--- src/rtl/vio_pkg.sv ---
package vio_pkg;
  typedef enum logic [1:0] {
    RET_COUNT_UP   = 2'b00,
    RET_COUNT_DOWN = 2'b01,
    RET_INVERT     = 2'b10,
    RET_REVERSE    = 2'b11
  } ret_mode_t;

  localparam int BTN_BAR_CLEAR = 15;
  localparam int BTN_BAR_FREEZE = 14;
  localparam int BTN_COUNT_CLEAR = 13;
  localparam int SW_MODE_LSB = 14;
endpackage

--- src/rtl/vio_step_tick.sv ---
module vio_step_tick #(
  parameter int STEP_CYCLES = 1000000
) (
  input  logic clk,
  input  logic rst_n,
  output logic tick
);
  localparam int CW = (STEP_CYCLES > 1) ? $clog2(STEP_CYCLES) : 1;
  localparam logic [CW-1:0] LAST = CW'(STEP_CYCLES - 1);

  logic [CW-1:0] phase;

  assign tick = (phase == LAST);

  always_ff @(posedge clk or negedge rst_n) begin
    if (!rst_n) phase <= '0;
    else if (tick) phase <= '0;
    else phase <= phase + CW'(1);
  end
endmodule

--- src/rtl/vio_fill_bar.sv ---
module vio_fill_bar #(
  parameter int BAR_W = 24
) (
  input  logic             clk,
  input  logic             rst_n,
  input  logic             step,
  input  logic             clear,
  input  logic             freeze,
  output logic [BAR_W-1:0] bar
);
  logic full;
  logic [BAR_W-1:0] bar_nxt;

  assign full = &bar;

  always_comb begin
    bar_nxt = bar;
    if (clear) bar_nxt = '0;
    else if (step && !freeze) bar_nxt = full ? '0 : {1'b1, bar[BAR_W-1:1]};
  end

  always_ff @(posedge clk or negedge rst_n) begin
    if (!rst_n) bar <= '0;
    else bar <= bar_nxt;
  end
endmodule

--- src/rtl/vio_ret_unit.sv ---
module vio_ret_unit
  import vio_pkg::*;
#(
  parameter int WORD_W = 32
) (
  input  logic              clk,
  input  logic              rst_n,
  input  logic              step,
  input  logic              count_clear,
  input  ret_mode_t         mode,
  input  logic [WORD_W-1:0] word_in,
  output logic [WORD_W-1:0] count,
  output logic [WORD_W-1:0] ret
);
  function automatic logic [WORD_W-1:0] mirror(input logic [WORD_W-1:0] w);
    logic [WORD_W-1:0] r;
    for (int i = 0; i < WORD_W; i++) r[i] = w[WORD_W-1-i];
    return r;
  endfunction

  function automatic logic [WORD_W-1:0] count_next(input logic [WORD_W-1:0] c,
                                                   input ret_mode_t m);
    case (m)
      RET_COUNT_UP:   return c + WORD_W'(1);
      RET_COUNT_DOWN: return c - WORD_W'(1);
      default:        return c;
    endcase
  endfunction

  always_ff @(posedge clk or negedge rst_n) begin
    if (!rst_n) count <= '0;
    else if (count_clear) count <= '0;
    else if (step) count <= count_next(count, mode);
  end

  always_comb begin
    case (mode)
      RET_INVERT:  ret = ~word_in;
      RET_REVERSE: ret = mirror(word_in);
      default:     ret = count;
    endcase
  end
endmodule

--- src/rtl/vio_demo_datapath.sv ---
module vio_demo_datapath
  import vio_pkg::*;
#(
  parameter int STEP_CYCLES = 1000000,
  parameter int BAR_W = 24,
  parameter int WORD_W = 32,
  parameter int CTRL_W = 16
) (
  input  logic              clk,
  input  logic              rst_n,
  input  logic [CTRL_W-1:0] vsw,
  input  logic [CTRL_W-1:0] vbtn,
  input  logic [WORD_W-1:0] host_word,
  output logic [BAR_W-1:0]  light_bar,
  output logic [WORD_W-1:0] ret_word
);
  logic [CTRL_W-1:0] sw_q, btn_q;
  logic [WORD_W-1:0] word_q;

  always_ff @(posedge clk or negedge rst_n) begin
    if (!rst_n) begin
      sw_q <= '0;
      btn_q <= '0;
      word_q <= '0;
    end else begin
      sw_q <= vsw;
      btn_q <= vbtn;
      word_q <= host_word;
    end
  end

  logic step_tick;
  logic bar_clear, bar_freeze, cnt_clear;
  ret_mode_t ret_mode;
  logic [WORD_W-1:0] cnt_value;

  assign bar_clear = btn_q[BTN_BAR_CLEAR];
  assign bar_freeze = btn_q[BTN_BAR_FREEZE];
  assign cnt_clear = btn_q[BTN_COUNT_CLEAR];
  assign ret_mode = ret_mode_t'(sw_q[SW_MODE_LSB +: 2]);

  vio_step_tick #(.STEP_CYCLES(STEP_CYCLES)) u_tick (
    .clk(clk), .rst_n(rst_n), .tick(step_tick)
  );

  vio_fill_bar #(.BAR_W(BAR_W)) u_bar (
    .clk(clk), .rst_n(rst_n), .step(step_tick),
    .clear(bar_clear), .freeze(bar_freeze), .bar(light_bar)
  );

  vio_ret_unit #(.WORD_W(WORD_W)) u_ret (
    .clk(clk), .rst_n(rst_n), .step(step_tick), .count_clear(cnt_clear),
    .mode(ret_mode), .word_in(word_q), .count(cnt_value), .ret(ret_word)
  );
endmodule

--- config.mk ---
export PLATFORM = sky130hd
export DESIGN_NAME = vio_demo_datapath
export DESIGN_NICKNAME = d
export VERILOG_FILES = /design/src/rtl/vio_pkg.sv /design/src/rtl/vio_step_tick.sv /design/src/rtl/vio_fill_bar.sv /design/src/rtl/vio_ret_unit.sv /design/src/rtl/vio_demo_datapath.sv
export SDC_FILE = /design/constraint.sdc
export NUM_CORES = 1
export LEC_CHECK = 0
export BUFFER_PORTS_ARGS = -buffer_cell sky130_fd_sc_hd__buf_2
export CAP_MARGIN = 20
export CORE_ASPECT_RATIO = 0.8
export CORE_UTILIZATION = 40
export CTS_CLUSTER_DIAMETER = 80
export DETAILED_ROUTE_END_ITERATION = 10
export PLACE_DENSITY = 0.67
export SETUP_SLACK_MARGIN = 0.02
export SYNTH_ARGS = -nofsm -noshare
export SYNTH_HDL_FRONTEND = slang
export SYNTH_SLANG_ARGS = --single-unit
--- constraint.sdc ---
create_clock -name clk -period 10.8 [get_ports clk]
set_clock_uncertainty 0.1 [all_clocks]
set_input_delay 2.16 -clock clk [delete_from_list [all_inputs] [get_ports clk]]
set_output_delay 2.16 -clock clk [all_outputs]
set_load 0.01 [all_outputs]
After elaboration in Yosys (flattened, before gate mapping)
Cells that the tools add are included.
- add/subtract/negate cells: 3
- multipliers: 0
- div/mod/pow operators: 0
- $lt $le $gt $ge: 0
- equal/unequal tests: 4
- shift operators: 0
- multiplexer cells: 8
- bitwise logic cells: 1
- reduce and logical (&&, ||, !) cells: 8
- operators by type and width (kind ; number):
    $pmux 32 s2 ; 2
    $mux 24 ; 3
    $mux 32 ; 2
    $add 32x1->32 const B ; 1
    $not 32->32 ; 1
    $sub 32x1->32 const B ; 1
    $reduce_and 24->1 ; 1
    $add 20x1->20 const B ; 1
    $eq 20x20->1 const B ; 1
    $mux 20 ; 1
    $eq 2x2->1 const B ; 2
    $reduce_bool 2->1 ; 2
    $reduce_bool 3->1 ; 1
    $eq 2x1->1 const B ; 1
    $logic_not 2->1 ; 1
    $reduce_and 2->1 ; 1
    $logic_and 1x1->1 ; 1
    $logic_not 1->1 ; 1
- flip-flop bits (word level): 140
- latch bits: 0
- RAM bits: 0
- memory bits (read-only): 0
- input port bits: 66
- output and inout bits: 56
- logic and storage cells: 30
- memories kept: 0

Depth between registers and ports, before layout
- depth after elaboration: 4
- mapped depth: 14
- depth with buffers taken out: 10

Modules after synthesis
A second synthesis with hierarchy kept.
- cells, all modules: 843
- area, all modules: 7347.0 um2
- by module, submodules not included (module ; times used ; cells each ; area each (um2)):
    vio_ret_unit ; 1 ; 535 ; 3758.6
    vio_fill_bar ; 1 ; 174 ; 1616.6
    vio_step_tick ; 1 ; 97 ; 1046.0
    vio_demo_datapath ; 1 ; 37 ; 925.9

Worst setup path before layout
No wires, ideal clock.
- path kind: register -> output
- from: register sw_q[14]
- to: output ret_word[14]
- arrival: 1.350 ns
- data required time: 8.540 ns
- setup slack: 7.190 ns
- stages on the path, launching flop included: 5
- path buffers: 2
- cells stage by stage: dfrtp_1 > clkbuf_1 > buf_1 > a21oi_1 > a21oi_1
- longest elaborated chain between the ends: 2
- elaborated cells between the ends (all ways): 3
- classes of those cells: eq/ne (2); mux (1)
- RTL lines (element ; RTL line ; text):
    start, declared ; vio_demo_datapath.sv:17 ; logic [CTRL_W-1:0] sw_q, btn_q;
    start signal, assigned ; vio_demo_datapath.sv:26 ; sw_q <= vsw;
    $eq 2x2->1 ; vio_ret_unit.sv:37 ; case (mode)
    $pmux 32 s2 * ; vio_ret_unit.sv:37 ;
    end, declared ; vio_demo_datapath.sv:15 ; output logic [WORD_W-1:0] ret_word
Every way passes the cells marked *; elsewhere a longest branch is shown, timed or not.

Worst setup path in the final report
- from: register sw_q[14]
- to: output ret_word[24]
The elaborated chain is that of the path after synthesis.

==> impl_metrics.ini <==
[timing]
final_hold_viol_count = 0
whs_ns = 0.371
finalCritPeriodShare_pct = 40.4
finalSetupTns_ns = 0
setup_violations = 0
fin_ws_ns = 6.44
slew_headroom_pct = 38.0
tightestPinTransition_ns = 0.921
max_freq_mhz = 229
finalMaxSlewViolations = 0
period_minus_slack_ns = 4.36
rsz0062_at_grt = false

[die]
rows = 41
ioPinCount = 122
start_util_pct = 40.9
core_sq_um = 15800
die_h_um = 116
die-width_um = 144
die-area_sq_um = 16700

[place]
dp.cells = 984
place_congestion = 0.882
portBuffers = 94
place_ws_ns = 6.70
hpwl_um = 12200
post_dp_cell_area_sq_um = 7000

[cells_and_area]
antennaDiodeCount = 0
final_area_sq_um = 7560
nFillCells = 1524
final_util_pct = 47.9
drive_gt1_share_pct = 20.8
layout.nets = 858
fin_cells = 1016
area_growth_pct = 17.1

[clock_tree]
ctsResizeCount = 0
htreeDepth = 4
tritoncts = done
clk_latency_ns = 0.41
ctsHoldBuffers = 0
cts_num_sinks = 113
path_clk_slew_ns = 0.06
cts_setup_buffers = 0
cts_root_buffer = clkbuf_16
clockBufferDepth = 2
cts_made_buffers = 17

[logic_synthesis]
yosys_warnings = 0
netlist_area_sq_um = 6460
ys_seq_area_share_pct = 43.8
synth-edff-count = 0
netlist_instances = 731
synth_flop_cell = dfrtp_1
synth_seq_cells = 113
synth.distinct_cells = 59
synth_area_per_cell_sq_um = 8.84
async_flop_share_pct = 100
synth_nets = 801

[global_routing]
antenna_found_initial = 0
grt_max_degree = 72
grt_usage_pct = 22.1
overflow = 0
grt_pass1_wl_um = 28100
grt_pass1_vias = 5250

[setup_path]
cp.required_ns = 8.54
r2r-start = sw_q[14]
cp.arrival_ns = 2.10
regToRegSetupSlack_ns = 6.60
reg2reg_to = u_ret.count[22]
r2r_cells = 8
critPathLaunchType = flip-flop
crit_chain = buf_4, o21ai_0, mux2_2, buf_2
crit_fanout = 71
crit_buf_inv = 2
worstSetupEndpointType = output pin
crit_path_max_incr_delay_ns = 0.53
critPathKind = reg2out
critPathTopFamily = buffers and inverters
critical_path.slowest_cell = buf_4

[job]
cap_violations = 0

[drt]
drt_wl_total_um = 17800
vias_per_cell = 5.79
drtPass1Iterations = 5
detail-route-antenna-nets = 0
vias = 5887
drcViolationCount = 0
first_iter_violations = 521
avgRoutedWirePerCell_um = 17.5

[pwr]
power_density_nw_per_um2 = 138
power.leakage_nw = 3.42
max-vdd-ir-drop_mv = 0.0871
power_mw = 1.04

[hold_path]
hold_path_depth = 1
hp-start = u_tick.phase[0]
hold_path_end = u_tick.phase[0]
min_path_type = reg2reg

[status]
status = complete, no violations
-- Yosys cell counts (6+ instances only) --
master | count | area, sq um
a21oi_1 | 64 | 320
clkbuf_1 | 51 | 191
or3_1 | 20 | 125
nand4_1 | 27 | 169
o21ai_0 | 47 | 235
and4_1 | 8 | 70.1
and2_1 | 8 | 50.1
dfrtp_1 | 113 | 2830
nor4_1 | 14 | 87.6
and3_1 | 12 | 75.1
buf_2 | 6 | 30.0
xor2_1 | 18 | 158
mux2_2 | 22 | 248
nor3_1 | 19 | 95.1
xnor2_1 | 17 | 149
a22o_1 | 23 | 201
nand2_1 | 49 | 184
nand3_1 | 25 | 125
or4_1 | 8 | 60.1
nor2_1 | 87 | 327
mux2i_1 | 6 | 60.1
-- where the power goes --
part / total (mW) / internal, mW / leakage, nW / switching, mW
sequential: 0.434 / 0.431 / 1.48 / 0.00340
clock: 0.531 / 0.318 / 0.270 / 0.214
combinational: 0.0746 / 0.0261 / 1.67 / 0.0485
-- flip-flops by register name (all words and copies together), names as in the netlist --
register      cells
u_ret.count      32
sw_q              2
btn_q             3
u_bar.bar        24
u_tick.phase     20
word_q           32
-- placed cells by master (no fill, tap or decap), types with 18 or more instances in the layout --
master	instances
dfrtp_1	111
buf_2	93
nor2_1	87
a21oi_1	64
nand2_1	49
o21ai_0	47
nand4_1	27
nand3_1	25
a22o_1	23
mux2_2	22
or3_1	20
nor3_1	19
xor2_1	18
-- worst max-delay path by stage --
stage                      endpoint  cells after the start      from
CTS                    ret_word[24]                      4  sw_q[14]
finish                 ret_word[24]                      4  sw_q[14]
detailed placement  u_ret.count[26]                      9  sw_q[14]
floorplan              ret_word[14]                      4  sw_q[14]
global placement    u_ret.count[26]                      9  sw_q[14]
global route        u_ret.count[22]                      8  sw_q[14]
-- area by class of cell --
class	count	area, sq um	area share [%]
multi-input combinational	548	3350	44.3
sequential	113	2830	37.4
timing repair buffer	102	533	7.05
clock buffer	17	425	5.62
tap	215	269	3.56
clock inverter	15	134	1.77
inverter	6	22.5	0.298
-- logic make-up after synthesis --
| logic type | synth area share (%) |
|---|---|
| buf+inv | 4.36 |
| xor+xnor | 4.75 |
| fa+ha+maj | 0.775 |
| simple gates | 24.0 |
| mux | 4.77 |
| compound gates | 17.5 |
| flops | 43.8 |
-- worst reg2reg max path: stages, from the launching register on --
cell	delay, ns
dfrtp_2	0.34
buf_4	0.53
nand2b_4	0.43
inv_2	0.73
o21ai_0	0.38
a222oi_1	0.88
a21oi_1	0.22
or3_1	0.36
a21oi_1	0.15
-- metal layers --
layer,global-route usage (%),part of all wire [%]
met2,32.0,42
met3,5.37,9.2
met5,0,0
met1,32.4,48
met4,6.52,0.99
Power figures use the tool's default switching activity.
